## config.mk

```make
export PLATFORM = sky130hd
export DESIGN_NAME = acq_window_ctrl
export DESIGN_NICKNAME = d
export VERILOG_FILES = /design/src/rtl/acqw_pkg.sv /design/src/rtl/acqw_sync_edge.sv /design/src/rtl/acqw_dwell_timer.sv /design/src/rtl/acqw_pulse.sv /design/src/rtl/acq_window_ctrl.sv
export SDC_FILE = /design/constraint.sdc
export NUM_CORES = 1
export LEC_CHECK = 0
export CAP_MARGIN = 20
export CORE_UTILIZATION = 35
export CTS_CLUSTER_SIZE = 30
export DETAILED_ROUTE_END_ITERATION = 16
export HOLD_SLACK_MARGIN = 0.03
export PLACE_DENSITY = 0.55
export SETUP_SLACK_MARGIN = 0.1
export SLEW_MARGIN = 10
export SYNTH_ARGS = -nofsm -noshare
export SYNTH_HDL_FRONTEND = slang
export SYNTH_HIERARCHICAL = 1
export SYNTH_SLANG_ARGS = --single-unit
```

## constraint.sdc

```tcl
create_clock -name clk -period 5.6 [get_ports clk]
set_input_delay 0.84 -clock clk [delete_from_list [all_inputs] [get_ports clk]]
set_output_delay 0.84 -clock clk [all_outputs]
set_load 0.05 [all_outputs]
```

## src/rtl/acqw_pkg.sv

```systemverilog
package acqw_pkg;
  typedef enum logic [1:0] {
    ST_IDLE = 2'd0,
    ST_ARM  = 2'd1,
    ST_RUN  = 2'd2,
    ST_DONE = 2'd3
  } acq_state_e;
endpackage

```

## src/rtl/acqw_sync_edge.sv

```systemverilog
// Synchroniser chain for an asynchronous level, plus a rising-edge strobe.
module acqw_sync_edge #(
  parameter int STAGES = 2
) (
  input  logic clk,
  input  logic rst,
  input  logic din,
  output logic rise
);
  logic [STAGES:0] pipe;

  always_ff @(posedge clk) begin
    if (rst) pipe <= '0;
    else     pipe <= {pipe[STAGES-1:0], din};
  end

  assign rise = pipe[STAGES-1] & ~pipe[STAGES];
endmodule

```

## src/rtl/acqw_dwell_timer.sv

```systemverilog
// Counts remaining ticks of the window; zero length is clamped to one.
module acqw_dwell_timer #(
  parameter int W = 32
) (
  input  logic         clk,
  input  logic         rst,
  input  logic         load,
  input  logic [W-1:0] load_val,
  input  logic         run,
  input  logic         tick,
  output logic         expire
);
  localparam logic [W-1:0] ONE = W'(1);

  logic [W-1:0] remaining;
  logic [W-1:0] clamped;

  assign clamped = (load_val == '0) ? ONE : load_val;
  assign expire  = run & tick & (remaining == ONE);

  always_ff @(posedge clk) begin
    if (rst)                             remaining <= '0;
    else if (load)                       remaining <= clamped;
    else if (run && tick && remaining > ONE) remaining <= remaining - ONE;
  end
endmodule

```

## src/rtl/acqw_pulse.sv

```systemverilog
// Registered fixed-width pulse; a new fire restarts the width.
module acqw_pulse #(
  parameter int WIDTH = 4
) (
  input  logic clk,
  input  logic rst,
  input  logic fire,
  output logic pulse
);
  localparam int CW = $clog2(WIDTH + 1);

  logic [CW-1:0] cnt;

  always_ff @(posedge clk) begin
    if (rst) begin
      cnt   <= '0;
      pulse <= 1'b0;
    end else if (fire) begin
      cnt   <= CW'(WIDTH - 1);
      pulse <= 1'b1;
    end else if (cnt != '0) begin
      cnt   <= cnt - CW'(1);
    end else begin
      pulse <= 1'b0;
    end
  end
endmodule

```

## src/rtl/acq_window_ctrl.sv

```systemverilog
module acq_window_ctrl #(
  parameter int DWELL_W     = 32,
  parameter int PULSE_W     = 4,
  parameter int SYNC_STAGES = 2
) (
  input  logic               clk,
  input  logic               rst,
  input  logic               cmd_start,
  input  logic               cmd_abort,
  input  logic               sync_in,
  input  logic               ms_tick,
  input  logic [DWELL_W-1:0] dwell_ms,
  input  logic               ext_trig_en,
  input  logic               gate_en,
  output logic               acq_active,
  output logic               sync_out,
  output logic               gate_out
);
  import acqw_pkg::*;

  acq_state_e state, nxt;
  logic sync_rise, expire, open_win, end_win;

  acqw_sync_edge #(.STAGES(SYNC_STAGES)) u_sync (
    .clk(clk), .rst(rst), .din(sync_in), .rise(sync_rise)
  );

  acqw_dwell_timer #(.W(DWELL_W)) u_timer (
    .clk(clk), .rst(rst), .load(open_win), .load_val(dwell_ms),
    .run(state == ST_RUN), .tick(ms_tick), .expire(expire)
  );

  always_comb begin
    nxt      = state;
    open_win = 1'b0;
    end_win  = 1'b0;
    unique case (state)
      ST_IDLE: begin
        if (!cmd_abort && cmd_start) begin
          if (ext_trig_en) nxt = ST_ARM;
          else begin
            nxt      = ST_RUN;
            open_win = 1'b1;
          end
        end
      end
      ST_ARM: begin
        if (cmd_abort) nxt = ST_IDLE;
        else if (sync_rise) begin
          nxt      = ST_RUN;
          open_win = 1'b1;
        end
      end
      ST_RUN: begin
        if (cmd_abort) nxt = ST_IDLE;
        else if (expire) begin
          nxt     = ST_DONE;
          end_win = 1'b1;
        end
      end
      default: nxt = ST_IDLE;
    endcase
  end

  always_ff @(posedge clk) begin
    if (rst) begin
      state      <= ST_IDLE;
      acq_active <= 1'b0;
    end else begin
      state      <= nxt;
      acq_active <= (nxt == ST_RUN);
    end
  end

  acqw_pulse #(.WIDTH(PULSE_W)) u_end_pulse (
    .clk(clk), .rst(rst), .fire(end_win), .pulse(sync_out)
  );

  acqw_pulse #(.WIDTH(PULSE_W)) u_gate_pulse (
    .clk(clk), .rst(rst), .fire(open_win & gate_en), .pulse(gate_out)
  );
endmodule

```

==> results_dict.tcl <==
set metrics [dict create \
    ys_seq_area_share_pct 32.7 \
    dr.pass1.iters 4 \
    grt_max_degree 48 \
    synth_area_um2 2820 \
    p_leak_nw 1.20 \
    synth_most_common_cell "dfxtp_1" \
    die_area_um2 8410 \
    final.setup.tns_ns 0 \
    fin_skew_ns 0.00554 \
    synth_nets 393 \
    hp-class "register to register" \
    synthTopCellsByCount "dfxtp_1, nor2_1, a21oi_1, nand2_1, nor3_1" \
    arrival_ns 3.62 \
    cellPowerDensity_nw_per_um2 280 \
    drv_slew 0 \
    dp.cells 476 \
    cts_inserted_buffers 5 \
    drtIter0Drc 164 \
    cts.sinks 46 \
    setup_violations 0 \
    drive_gt1_share_pct 7.85 \
    dp_hpwl_mm 5.67 \
    layout_min_cycle_time_ns 3.39 \
    synth_top_flop_cell "dfxtp_1" \
    status "finished, final reports clean" \
    postCtsResizedCells 0 \
    cts_setup_buffers 0 \
    synthArstFlopShare_pct 0 \
    hold_viol 0 \
    netlist_top_cells_area "dfxtp_1, nor2_1, a211oi_1, a21oi_1, nor4_1" \
    vias 2804 \
    drtAntennaViolNets 0 \
    critPathKind "input port to register" \
    cap_violations 0 \
    rsz0062_at_grt "false" \
    routed_wl_mm 7.89 \
    worstSetupEndpointType "register" \
    yosys.area.top_type "dfxtp_1" \
    grt_pass1_wl_mm 13.1 \
    holdBufCountCts 0 \
    place_area_um2 3330 \
    cp-start-kind "input port" \
    path_clk_slew_ns 0.09 \
    maxSlewHeadroom_pct 30.8 \
    crit_fanout 35 \
    avgRoutedWirePerCell_um 16.3 \
    period_share_pct 60.6 \
    initial_core_util_pct 36.3 \
    die_height_um 91.7 \
    io_pins 43 \
    final_util_pct 44.0 \
    synth_cell_type_count 59 \
    cts_max_level 2 \
    fillerInstances 812 \
    die_w_um 91.7 \
    fmax_mhz 295 \
    crit_required_ns 5.82 \
    r2r_cells 6 \
    vias_per_cell 5.79 \
    synth.avg_cell_area_um2 8.12 \
    synthCells 347 \
    ys_seq_elements 46 \
    final_cells 484 \
    cts_tree "built" \
    clockRootBuffer "clkbuf_8" \
    fin_nets 428 \
    area_delta_synth_final_pct 21.2 \
    hold_depth 1 \
    ir_drop_v 0.000104 \
    track_usage_pct 19.3 \
    port_buffers 42 \
    place.gp.congestion 0.897 \
    grt_pass1_vias 2569 \
    clk_latency_ns 0.30 \
    synth-edff-count 0 \
    ctsLongestPathBuffers 2 \
    design_area_um2 3410 \
    n_antenna_cell 0 \
    coreArea_um2 7770 \
    rows 32 \
    antenna_found_initial 0 \
    yosysTopAreaCellShare_pct 32.7 \
    grt_remaining_overflow 0 \
    synth_warnings 6 \
    worst_pin_slew_ns 1.04 \
    drc 0 \
]
## worst max-delay path: stages
cell and delay [ns]:
clkdlybuf4s50_1 0.48, or3b_1 0.40, a211oi_4 0.26, buf_4 0.36
nor2_1 0.09, a32oi_1 0.80, a21oi_1 0.14, a211oi_1 0.23
## final cells by class
| cell class | count | area [um2] | share of cell area, % |
|---|---|---|---|
| clock buffer | 5 | 68.8 | 2.02 |
| clock inverter | 2 | 10.0 | 0.293 |
| inverter | 15 | 56.3 | 1.65 |
| multi-input combinational | 268 | 1780 | 52.1 |
| sequential | 46 | 921 | 27.0 |
| tap | 102 | 128 | 3.74 |
| timing repair buffer | 46 | 450 | 13.2 |
## metrics by stage
stage / setup WS [ns] / hold WS [ns] / power, W
floorplan: 3.03 / 0.414 / 0.000664
global placement: 1.95 / 0.423 / 0.000764
detailed placement: 1.89 / 0.430 / 0.000765
CTS: 2.22 / 0.453 / 0.000968
global route: 1.95 / 0.460 / 0.00103
finish: 2.21 / 0.443 / 0.000957
## worst paths after layout
check,from,slack [ns],end
max,cmd_start,2.21,u_timer/remaining[22]
min,u_sync/pipe[0],0.44,u_sync/pipe[1]
max reg2reg,u_timer/remaining[2],2.43,u_timer/remaining[19]
min reg2reg,u_sync/pipe[0],0.44,u_sync/pipe[1]
## sequential cells by signal, summed over array words and instances (netlist names)
name / flops
u_timer/remaining: 32
state: 2
u_end_pulse/cnt: 3
acq_active: 1
u_gate_pulse/cnt: 3
u_gate_pulse/pulse: 1
u_sync/pipe: 3
u_end_pulse/pulse: 1
## where the power goes
group	internal [W]	leakage, nW	switching [W]
clock	0.0000840	0.0438	0.000112
sequential	0.000363	0.376	0.0000311
combinational	0.000163	0.782	0.000204
total	0.000610	1.20	0.000347
## cell usage in the layout, fill, tap and decap left out, types with 7 or more instances in the layout
cell type and instances:
nand3_1 7, clkdlybuf4s50_1 42, a21oi_1 19, nor4_1 15, nor3_1 16, a211oi_1 14, nor2_1 40, inv_1 15
a311oi_1 9, nand2_1 16, dfxtp_1 46
## per-layer routing
| metal | global-route usage, % | routed length (um) | vias to the layer above |
|---|---|---|---|
| met5 | 0 | 0 | - |
| met4 | 4.69 | 93 | 0 |
| met3 | 2.99 | 268 | 8 |
| met2 | 30.6 | 3540 | 57 |
| met1 | 27.5 | 3990 | 1333 |
| li1 | - | - | 1406 |
## kinds of logic (layout without fill, tap and decap cells)
kind of cell	after synthesis	count (layout)	share of synthesized area (%)
mux	2	2	0.711
fa+ha+maj	6	6	2.67
compound gates	94	94	24.8
buf+inv	33	68	4.53
flops	46	46	32.7
simple gates	157	157	31.8
xor+xnor	9	9	2.80
(Power assumes the default switching activity.)
